**src/rtl/rxf_pkg.sv**
```systemverilog
package rxf_pkg;
  localparam int BYTE_W = 8;
  localparam int CRC_W  = 32;
  localparam logic [CRC_W-1:0] CRC_POLY = 32'h04C1_1DB7;
  localparam logic [CRC_W-1:0] CRC_SEED = 32'hFFFF_FFFF;

  typedef enum logic [2:0] {
    RSN_DROP    = 3'd0,
    RSN_UCAST   = 3'd1,
    RSN_MCAST   = 3'd2,
    RSN_BCAST   = 3'd3,
    RSN_PROMISC = 3'd4
  } rsn_e;
endpackage

```
**src/rtl/rxf_crc_byte.sv**
```systemverilog
// One byte step of a left-shifting CRC, data fed LSB first.
module rxf_crc_byte #(
  parameter int              DATA_W = 8,
  parameter int              CRC_W  = 32,
  parameter logic [CRC_W-1:0] POLY  = rxf_pkg::CRC_POLY
) (
  input  logic [CRC_W-1:0]  crc_in,
  input  logic [DATA_W-1:0] data_in,
  output logic [CRC_W-1:0]  crc_out
);
  always_comb begin
    logic [CRC_W-1:0] c;
    logic             fb;
    c = crc_in;
    for (int i = 0; i < DATA_W; i++) begin
      fb = c[CRC_W-1] ^ data_in[i];
      c  = {c[CRC_W-2:0], 1'b0} ^ ({CRC_W{fb}} & POLY);
    end
    crc_out = c;
  end
endmodule

```
**src/rtl/rxf_capture.sv**
```systemverilog
// Collects the destination bytes and accumulates the CRC as they arrive.
module rxf_capture
  import rxf_pkg::*;
#(
  parameter int ADDR_BYTES = 6,
  parameter int HASH_IDX_W = 6,
  localparam int ADDR_W    = ADDR_BYTES * BYTE_W,
  localparam int CNT_W     = $clog2(ADDR_BYTES + 1)
) (
  input  logic                  clk,
  input  logic                  rst_n,
  input  logic                  frame_start,
  input  logic                  byte_valid,
  input  logic [BYTE_W-1:0]     byte_data,
  output logic [ADDR_W-1:0]     addr,
  output logic [HASH_IDX_W-1:0] hash_idx,
  output logic                  done
);
  logic [CNT_W-1:0]  cnt_q, cnt_d, eff_cnt;
  logic [CRC_W-1:0]  crc_q, crc_d, crc_base, crc_upd;
  logic [ADDR_W-1:0] addr_q, addr_d, addr_base;
  logic              done_q, done_d;
  logic              take, upd_en;

  rxf_crc_byte #(.DATA_W(BYTE_W), .CRC_W(CRC_W), .POLY(CRC_POLY)) u_crc (
    .crc_in  (crc_base),
    .data_in (byte_data),
    .crc_out (crc_upd)
  );

  always_comb begin
    eff_cnt   = frame_start ? '0 : cnt_q;
    crc_base  = frame_start ? CRC_SEED : crc_q;
    addr_base = frame_start ? '0 : addr_q;
    take      = byte_valid && (eff_cnt < CNT_W'(ADDR_BYTES));
    upd_en    = frame_start || take;
    cnt_d     = take ? eff_cnt + CNT_W'(1) : eff_cnt;
    crc_d     = take ? crc_upd : crc_base;
    addr_d    = take ? {addr_base[ADDR_W-BYTE_W-1:0], byte_data} : addr_base;
    done_d    = take && (eff_cnt == CNT_W'(ADDR_BYTES - 1));
  end

  always_ff @(posedge clk or negedge rst_n) begin
    if (!rst_n) begin
      cnt_q  <= '0;
      crc_q  <= CRC_SEED;
      addr_q <= '0;
      done_q <= 1'b0;
    end else begin
      if (upd_en) begin
        cnt_q  <= cnt_d;
        crc_q  <= crc_d;
        addr_q <= addr_d;
      end
      done_q <= done_d;
    end
  end

  assign addr     = addr_q;
  assign hash_idx = crc_q[CRC_W-1 -: HASH_IDX_W];
  assign done     = done_q;

  a_r8_count_saturates: assert property (@(posedge clk) disable iff (!rst_n)
    cnt_q <= CNT_W'(ADDR_BYTES));

  a_r2_done_follows_byte: assert property (@(posedge clk) disable iff (!rst_n)
    done_q |-> $past(byte_valid));
endmodule

```
**src/rtl/rxf_decide.sv**
```systemverilog
// Rule evaluation and the registered verdict.
module rxf_decide
  import rxf_pkg::*;
#(
  parameter int ADDR_W     = 48,
  parameter int HASH_IDX_W = 6,
  localparam int HALF_W    = ADDR_W / 2,
  localparam int TBL_W     = (1 << HASH_IDX_W) / 2
) (
  input  logic                  clk,
  input  logic                  rst_n,
  input  logic                  frame_start,
  input  logic                  done,
  input  logic [ADDR_W-1:0]     addr,
  input  logic [HASH_IDX_W-1:0] hash_idx,
  input  logic [HALF_W-1:0]     cfg_station_hi,
  input  logic [HALF_W-1:0]     cfg_station_lo,
  input  logic [TBL_W-1:0]      cfg_hash_lo,
  input  logic [TBL_W-1:0]      cfg_hash_hi,
  input  logic                  cfg_ucast_en,
  input  logic                  cfg_mcast_en,
  input  logic                  cfg_bcast_en,
  input  logic                  cfg_promisc_en,
  output logic                  verdict_valid,
  output logic                  verdict_accept,
  output logic [2:0]            verdict_reason
);
  logic                  is_bcast, is_group, uc_hit, tbl_hit;
  logic [HASH_IDX_W-2:0] bin;
  rsn_e                  rsn_eval;
  logic                  valid_q, valid_n, acc_q, acc_n;
  rsn_e                  rsn_q, rsn_n;

  always_comb begin
    is_bcast = &addr;
    is_group = addr[ADDR_W-BYTE_W] & ~is_bcast;
    uc_hit   = (addr == {cfg_station_hi, cfg_station_lo});
    bin      = hash_idx[HASH_IDX_W-2:0];
    tbl_hit  = hash_idx[HASH_IDX_W-1] ? cfg_hash_hi[bin] : cfg_hash_lo[bin];
    if (cfg_promisc_en)
      rsn_eval = RSN_PROMISC;
    else if (is_bcast)
      rsn_eval = cfg_bcast_en ? RSN_BCAST : RSN_DROP;
    else if (is_group)
      rsn_eval = (cfg_mcast_en && tbl_hit) ? RSN_MCAST : RSN_DROP;
    else
      rsn_eval = (cfg_ucast_en && uc_hit) ? RSN_UCAST : RSN_DROP;
  end

  always_comb begin
    valid_n = valid_q;
    acc_n   = acc_q;
    rsn_n   = rsn_q;
    if (frame_start) begin
      valid_n = 1'b0;
      acc_n   = 1'b0;
      rsn_n   = RSN_DROP;
    end else if (done) begin
      valid_n = 1'b1;
      acc_n   = (rsn_eval != RSN_DROP);
      rsn_n   = rsn_eval;
    end
  end

  always_ff @(posedge clk or negedge rst_n) begin
    if (!rst_n) begin
      valid_q <= 1'b0;
      acc_q   <= 1'b0;
      rsn_q   <= RSN_DROP;
    end else begin
      valid_q <= valid_n;
      acc_q   <= acc_n;
      rsn_q   <= rsn_n;
    end
  end

  assign verdict_valid  = valid_q;
  assign verdict_accept = acc_q;
  assign verdict_reason = rsn_q;

  a_r8_verdict_held: assert property (@(posedge clk) disable iff (!rst_n)
    (valid_q && !frame_start) |=> (valid_q && $stable(acc_q) && $stable(rsn_q)));

  a_r8_start_clears: assert property (@(posedge clk) disable iff (!rst_n)
    frame_start |=> !valid_q);

  a_r1_accept_needs_valid: assert property (@(posedge clk) disable iff (!rst_n)
    acc_q |-> valid_q);

  a_r7_promisc_wins: assert property (@(posedge clk) disable iff (!rst_n)
    ($rose(valid_q) && $past(cfg_promisc_en)) |-> (acc_q && rsn_q == RSN_PROMISC));

  a_r5_bcast_enabled: assert property (@(posedge clk) disable iff (!rst_n)
    ($rose(valid_q) && rsn_q == RSN_BCAST) |-> $past(cfg_bcast_en));

  a_r4_mcast_enabled: assert property (@(posedge clk) disable iff (!rst_n)
    ($rose(valid_q) && rsn_q == RSN_MCAST) |-> $past(cfg_mcast_en));

  a_r6_ucast_enabled: assert property (@(posedge clk) disable iff (!rst_n)
    ($rose(valid_q) && rsn_q == RSN_UCAST) |-> $past(cfg_ucast_en));
endmodule

```
**src/rtl/rx_dest_filter.sv**
```systemverilog
module rx_dest_filter
  import rxf_pkg::*;
#(
  parameter int ADDR_BYTES = 6,
  parameter int HASH_IDX_W = 6,
  localparam int ADDR_W    = ADDR_BYTES * BYTE_W,
  localparam int HALF_W    = ADDR_W / 2,
  localparam int TBL_W     = (1 << HASH_IDX_W) / 2
) (
  input  logic              clk,
  input  logic              rst_n,
  input  logic              frame_start,
  input  logic              byte_valid,
  input  logic [BYTE_W-1:0] byte_data,
  input  logic [HALF_W-1:0] cfg_station_hi,
  input  logic [HALF_W-1:0] cfg_station_lo,
  input  logic [TBL_W-1:0]  cfg_hash_lo,
  input  logic [TBL_W-1:0]  cfg_hash_hi,
  input  logic              cfg_ucast_en,
  input  logic              cfg_mcast_en,
  input  logic              cfg_bcast_en,
  input  logic              cfg_promisc_en,
  output logic              verdict_valid,
  output logic              verdict_accept,
  output logic [2:0]        verdict_reason
);
  logic [1:0]            rst_sync_q;
  logic                  rst_n_int;
  logic [ADDR_W-1:0]     cap_addr;
  logic [HASH_IDX_W-1:0] cap_idx;
  logic                  cap_done;

  // Reset asserts at once and is released two edges later.
  always_ff @(posedge clk or negedge rst_n) begin
    if (!rst_n) rst_sync_q <= 2'b00;
    else        rst_sync_q <= {rst_sync_q[0], 1'b1};
  end
  assign rst_n_int = rst_sync_q[1];

  rxf_capture #(.ADDR_BYTES(ADDR_BYTES), .HASH_IDX_W(HASH_IDX_W)) u_cap (
    .clk         (clk),
    .rst_n       (rst_n_int),
    .frame_start (frame_start),
    .byte_valid  (byte_valid),
    .byte_data   (byte_data),
    .addr        (cap_addr),
    .hash_idx    (cap_idx),
    .done        (cap_done)
  );

  rxf_decide #(.ADDR_W(ADDR_W), .HASH_IDX_W(HASH_IDX_W)) u_dec (
    .clk            (clk),
    .rst_n          (rst_n_int),
    .frame_start    (frame_start),
    .done           (cap_done),
    .addr           (cap_addr),
    .hash_idx       (cap_idx),
    .cfg_station_hi (cfg_station_hi),
    .cfg_station_lo (cfg_station_lo),
    .cfg_hash_lo    (cfg_hash_lo),
    .cfg_hash_hi    (cfg_hash_hi),
    .cfg_ucast_en   (cfg_ucast_en),
    .cfg_mcast_en   (cfg_mcast_en),
    .cfg_bcast_en   (cfg_bcast_en),
    .cfg_promisc_en (cfg_promisc_en),
    .verdict_valid  (verdict_valid),
    .verdict_accept (verdict_accept),
    .verdict_reason (verdict_reason)
  );
endmodule

```
**config.mk**
```make
export PLATFORM = sky130hd
export DESIGN_NAME = rx_dest_filter
export DESIGN_NICKNAME = d
export VERILOG_FILES = /design/src/rtl/rxf_pkg.sv /design/src/rtl/rxf_crc_byte.sv /design/src/rtl/rxf_capture.sv /design/src/rtl/rxf_decide.sv /design/src/rtl/rx_dest_filter.sv
export SDC_FILE = /design/constraint.sdc
export NUM_CORES = 1
export LEC_CHECK = 0
export ABC_AREA = 1
export BUFFER_PORTS_ARGS = -buffer_cell sky130_fd_sc_hd__buf_2
export CORE_ASPECT_RATIO = 1.1
export CORE_UTILIZATION = 40
export DETAILED_ROUTE_END_ITERATION = 8
export GPL_TIMING_DRIVEN = 0
export PLACE_DENSITY_LB_ADDON = 0.05
export SLEW_MARGIN = 20
export SYNTH_ARGS = -nofsm -noshare
export SYNTH_HDL_FRONTEND = slang
export SYNTH_SLANG_ARGS = --single-unit
```
**constraint.sdc**
```tcl
create_clock -name clk -period 2.7 [get_ports clk]
set_input_delay 0.135 -clock clk [delete_from_list [all_inputs] [get_ports clk]]
set_output_delay 0.135 -clock clk [all_outputs]
set_load 0.05 [all_outputs]
```
==> results_dict.tcl, run 1 <==
set metrics [dict create \
    hp-class "input port to async pin" \
    gr-usage-met2_pct 41.5 \
    drv_cap 0 \
    dp_cells 1157 \
    mostFrequentLayoutCells "nand2_1 (211), buf_2 (143), nand3_1 (105), o21ai_0 (75), inv_1 (71)" \
    initial_core_util_pct 41.6 \
    cts-root-buf "clkbuf_16" \
    clock_skew_ps 8.04 \
    final_common_cell "nand2_1" \
    cp_max_fo 10 \
    ir_worst_vdd_v 0.000326 \
    slew_viol_final 0 \
    power_density_mw_per_mm2 716 \
    finalSetupTns_ps 0 \
    power.total_mw 5.26 \
    syn2layout_area_growth_pct 20.8 \
    ys.warnings.count 0 \
    drive_gt1_share_pct 24.8 \
    relSlewSlack_pct 55.3 \
    critPathArrivalTime_ps 2600 \
    top_usage_layer "met2" \
    cts_tree "built" \
    clock.fmax_mhz 424 \
    die_x_um 120 \
    clock_path_buffers 2 \
    netlist_instances 832 \
    routedWlPerCell_um 16.7 \
    status "finished clean" \
    cp_data_required_time_ps 2940 \
    antenna_cells 0 \
    die_y_um 131 \
    post_cts_buffers 0 \
    grt_usage_pct 25.9 \
    met3_usage_pct 3.39 \
    grt_max_degree 51 \
    cts_htree_levels 3 \
    clkSinkCount 91 \
    vias 5938 \
    drt-pass1-iter-count 5 \
    layout.nets 1107 \
    syn-num-nets 962 \
    dp_hpwl_mm 15.1 \
    ys_seq_elements 91 \
    design.core.area_mm2 0.0146 \
    vias_per_cell 5.06 \
    portBuffers 132 \
    ios 133 \
    clock_latency_ps 350 \
    gp_congestion 0.908 \
    p_leak_nw 3.52 \
    routed_wl_mm 19.6 \
    path_class "flip-flop to flip-flop" \
    drc 0 \
    synth_cell_types 37 \
    yosysSeqAreaShare_pct 38.1 \
    syn_area_mm2 0.00608 \
    avgSynthCellArea_um2 7.31 \
    finalSetupViolCount 0 \
    period_minus_slack_ps 2360 \
    die_area_mm2 0.0157 \
    critPathLaunchType "flip-flop" \
    fin_cells 1174 \
    drtAntennaViolNets 0 \
    drtIter0Drc 412 \
    worstMarginPinSlew_ps 671 \
    grt_use_met1_pct 34.9 \
    fp-row-count 46 \
    numCtsBuffers 9 \
    antenna_found_initial 0 \
    rsz0062_at_grt "false" \
    finalCritPeriodShare_pct 87.3 \
    grt_pass1_vias 5825 \
    grt_pass1_wl_mm 31.1 \
    hold_viol 0 \
    overflow 0 \
    path_clk_slew_ps 70 \
    endpoint_kind "flip-flop" \
]
==> metal layers <==
metal  vias up  share of wire [%]  wire, um
met1      2749                 45      8890
met2       192                 46      9080
met5         -                  0         0
li1       2972                  -         -
met4         0                2.8       541
met3        25                5.5      1090
==> Yosys cell counts <==
| library cell | count | area share [%] |
|---|---|---|
| o21ai_2 | 1 | 0.14 |
| a211oi_1 | 1 | 0.12 |
| clkbuf_1 | 22 | 1.4 |
| ha_1 | 2 | 0.41 |
| o22ai_1 | 14 | 1.4 |
| xnor2_1 | 24 | 3.5 |
| or2_1 | 1 | 0.10 |
| nand2_1 | 211 | 13 |
| buf_6 | 1 | 0.19 |
| dfrtp_1 | 59 | 24 |
| nor3_1 | 15 | 1.2 |
| xor2_1 | 36 | 5.2 |
| nor2_1 | 68 | 4.2 |
| o211ai_1 | 2 | 0.25 |
| xnor2_2 | 1 | 0.27 |
| nand4_1 | 9 | 0.93 |
| nand3_2 | 2 | 0.33 |
| nand3_1 | 105 | 8.6 |
| a21oi_1 | 6 | 0.49 |
| dfstp_2 | 32 | 14 |
| clkinv_2 | 1 | 0.082 |
| xor2_2 | 9 | 2.4 |
| nand2_2 | 11 | 1.1 |
| conb_1 | 1 | 0.062 |
| or2_2 | 5 | 0.51 |
| o21ai_1 | 4 | 0.33 |
| inv_2 | 7 | 0.43 |
| xor2_4 | 1 | 0.45 |
| nor2_4 | 3 | 0.56 |
| o21ai_0 | 75 | 6.2 |
| buf_2 | 11 | 0.91 |
| o31ai_1 | 7 | 0.86 |
| nor2_2 | 2 | 0.21 |
| a31oi_1 | 3 | 0.31 |
| inv_1 | 71 | 4.4 |
| nand2_4 | 6 | 1.1 |
| buf_1 | 3 | 0.19 |
==> registers in the layout, summed over array words and instances, names as in the netlist <==
register,count
u_cap.addr,48
rst_sync_q,2
u_dec.verdict_accept,1
u_dec.verdict_reason,3
u_cap.cnt_q,3
u_cap.done,1
u_cap.crc_q,32
u_dec.verdict_valid,1
==> logic make-up after synthesis <==
logic type / synth area share, %
adders and majority gates: 0.412
other: 0.0617
buffers and inverters: 7.53
AOI/OAI and AO/OA: 10.1
and+or+nand+nor: 32.0
xor gates and xnor gates: 11.8
DFF: 38.1
==> path summary, 6_finish.rpt <==
path	start	endpoint	slack [ps]	depth (start not counted)
max	u_cap.crc_q[26]	u_dec.verdict_reason[1]	340	15
min	rst_n	rst_sync_q[1]	90	2
max reg2reg	u_cap.crc_q[26]	u_dec.verdict_reason[1]	340	15
min reg2reg	rst_sync_q[1]	u_cap.cnt_q[0]	340	0
max in group asynchronous	rst_sync_q[1]	u_cap.crc_q[27]	1670	1
min in group clk	cfg_promisc_en	u_dec.verdict_reason[2]	90	3
==> critical path: stages, from the launching register on <==
cell	delay [ps]
dfstp_2	510
clkbuf_1	290
inv_1	150
clkbuf_1	260
nand2_1	110
nand3_1	80
nand3_1	120
nand2_1	70
nand2_1	60
nand3_1	80
nand3_1	70
nand2_1	50
nand2_1	160
nand2_1	90
nand2_1	90
nand2_1	60
==> area by class of cell <==
| cell class | count | area [um2] |
|---|---|---|
| Buffer | 37 | 161 |
| Clock buffer | 9 | 225 |
| Clock inverter | 7 | 98.8 |
| Fill cell | 1546 | 7270 |
| Inverter | 79 | 298 |
| Multi-Input combinational cell | 625 | 3300 |
| Sequential cell | 91 | 2320 |
| Tap cell | 192 | 240 |
| Timing Repair Buffer | 134 | 698 |
==> through the flow <==
stage	hold WS (ps)	worst slack [ps]	cell area (um2)	utilization, %
final	86.3	343	7350	50.3
after global routing	92.1	85.3	7350	50.3
after CTS	72.9	282	7350	50.2
after detailed placement	-77.9	301	7010	48.0
after global placement	-78.0	-1220	6980	47.7
after floorplan	-161	33.5	6080	-
==> repair_timing <==
| action | in CTS | in global routing |
|---|---|---|
| endpoints found under the hold margin | 2 | 0 |
| endpoints found under the setup margin | 0 | 1 |
| hold buffers | 1 | 0 |
| gates resized for setup | 0 | 2 |
==> where the power goes <==
| group | switching (mW) | internal (mW) |
|---|---|---|
| clock | 0.584 | 0.818 |
| combinational | 1.30 | 0.758 |
| sequential | 0.110 | 1.69 |
| total | 1.99 | 3.27 |
Power figures use the tool's default switching activity.
==> run 2: changes to the inputs <==
--- a/config.mk
+++ b/config.mk
@@ -7,7 +7,7 @@
 export LEC_CHECK = 0
 export ABC_AREA = 1
 export BUFFER_PORTS_ARGS = -buffer_cell sky130_fd_sc_hd__buf_2
-export CORE_ASPECT_RATIO = 1.1
+export CORE_ASPECT_RATIO = 1.25
 export CORE_UTILIZATION = 40
 export DETAILED_ROUTE_END_ITERATION = 8
 export GPL_TIMING_DRIVEN = 0
==> results_dict.tcl, run 2 (same netlist as run 1, synthesis figures left out) <==
set metrics [dict create \
    slew_viol_final 0 \
    drtAntennaViolNets 0 \
    grt_pass1_wl_mm 32.0 \
    die_x_um 112 \
    p_leak_nw 3.51 \
    grt_max_degree 42 \
    met3WireLength_um 747 \
    ios 133 \
    rsz0062_at_grt "false" \
    p_comb_share_pct 40.3 \
    clock_latency_ps 360 \
    critPathArrivalTime_ps 2570 \
    numCtsBuffers 9 \
    cts-root-buf "clkbuf_16" \
    power_density_mw_per_mm2 704 \
    p_sw_share_pct 39.8 \
    dp_hpwl_mm 15.9 \
    cts_htree_levels 3 \
    path_clk_slew_ps 80 \
    period_minus_slack_ps 2290 \
    grt_pass1_vias 5889 \
    top_layer_used "met4" \
    gp_congestion 0.948 \
    status "complete, but fails checks" \
    failed_checks "DRC" \
    portBuffers 132 \
    worstMarginPinSlew_ps 682 \
    antenna_found_initial 0 \
    drv_cap 0 \
    path_class "flip-flop to flip-flop" \
    seq_power_share_pct 34.9 \
    mostFrequentLayoutCells "nand2_1 (211), buf_2 (143), nand3_1 (105), o21ai_0 (75), inv_1 (71)" \
    cp_data_required_time_ps 2980 \
    vias_per_cell 5.13 \
    final_common_cell "nand2_1" \
    largest_reg_flops 48 \
    clkSinkCount 91 \
    clock_skew_ps 10.6 \
    cp_max_fo 10 \
    fin_cells 1165 \
    vias 5976 \
    drc 8 \
    hold_viol 0 \
    routedWlPerCell_um 17.4 \
    p_int_mw 3.10 \
    p_sw_mw 2.05 \
    finalSetupTns_ps 0 \
    finalSetupViolCount 0 \
    drtIter0Drc 319 \
    clock_path_buffers 2 \
    dp_cells 1148 \
    drt-pass1-iter-count 6 \
    relSlewSlack_pct 54.5 \
    hp-class "input port to async pin" \
    finalCritPeriodShare_pct 84.8 \
    syn2layout_area_growth_pct 20.4 \
    die_area_mm2 0.0157 \
    dr_wl_met2_mm 10.5 \
    initial_core_util_pct 40.8 \
    antenna_cells 0 \
    grt_usage_pct 27.0 \
    ir_worst_vdd_v 0.000313 \
    hold_ws_ps 80.0 \
    die_y_um 140 \
    endpoint_kind "flip-flop" \
    layout.nets 1108 \
    critPathLaunchType "flip-flop" \
    clock.fmax_mhz 437 \
    design.core.area_mm2 0.0149 \
    routed_wl_mm 20.3 \
    drive_gt1_share_pct 24.8 \
    clkPwrFrac_pct 24.8 \
    cts_tree "built" \
    fp-row-count 50 \
    wl_met1_mm 8.50 \
    overflow 0 \
]
## run 2: cell count changes in the layout (fill, tap and decap cells not counted), sizes merged
cell,before,now
inv,80,82
buf,148,149
bufinv,2,0
## run 2: cell type report
class / count / area (um2)
clock buffers: 9 / 225
inverters: 79 / 298
fillers: 1591 / 7570
repair buffers: 135 / 718
plain buffers: 37 / 160
well taps: 182 / 228
flip-flops and latches: 91 / 2320
multi-input cells: 625 / 3300
clock inverters: 7 / 67.6
## run 2: timing repair
item | CTS | global route
gates resized for setup | 0 | 0
setup buffers | 0 | 0
hold buffers | 1 | 0
endpoints found under the hold margin | 2 | 0
## run 2: stage by stage
step	instance area [um2]	setup WS (ps)	util [%]	power [mW]
after global placement	6970	-1260	46.8	3.88
final	7320	410	49.2	5.15
after global routing	7320	173	49.2	5.50
after detailed placement	7020	337	47.1	3.90
after CTS	7320	403	49.2	5.18
after floorplan	6080	33.5	-	3.33
## run 2: per-layer routing
layer  vias up  GRT usage [%]
li1       2978              -
met1      2808           32.9
met2       160           49.2
met3        30           2.61
met4         0           9.61
met5         -              0
## run 2: worst paths after layout
path / startpoint / to / slack, ps / depth (start not counted)
max in group asynchronous: rst_sync_q[1] / u_cap.crc_q[31] / 1670 / 2
min in group clk: cfg_promisc_en / u_dec.verdict_reason[2] / 80 / 3
worst min-delay path: rst_n / rst_sync_q[1] / 80 / 2
worst max-delay path: u_cap.crc_q[28] / u_cap.crc_q[15] / 410 / 9
worst max register to register: u_cap.crc_q[28] / u_cap.crc_q[15] / 410 / 9
worst min register to register: rst_sync_q[1] / u_cap.cnt_q[1] / 220 / 0
## run 2: power by group through the flow
stage / clock network [mW] / logic (mW) / registers (mW)
6_report: 1.28 / 2.08 / 1.80
5_1_grt: 1.33 / 2.34 / 1.83
4_1_cts: 1.29 / 2.09 / 1.80
3_5_place_dp: 0 / 2.08 / 1.82
3_3_place_gp: 0 / 2.04 / 1.84
2_1_floorplan: 0 / 1.53 / 1.80
## run 2: critical path, stage by stage, from the launching register on
cell      delay [ps]
dfstp_2          510
clkbuf_1         460
nor2_4           120
xor2_2           300
nand2_2          100
nand2_4          150
xor2_2           230
xor2_1           170
nand2_1           70
o21ai_0           80
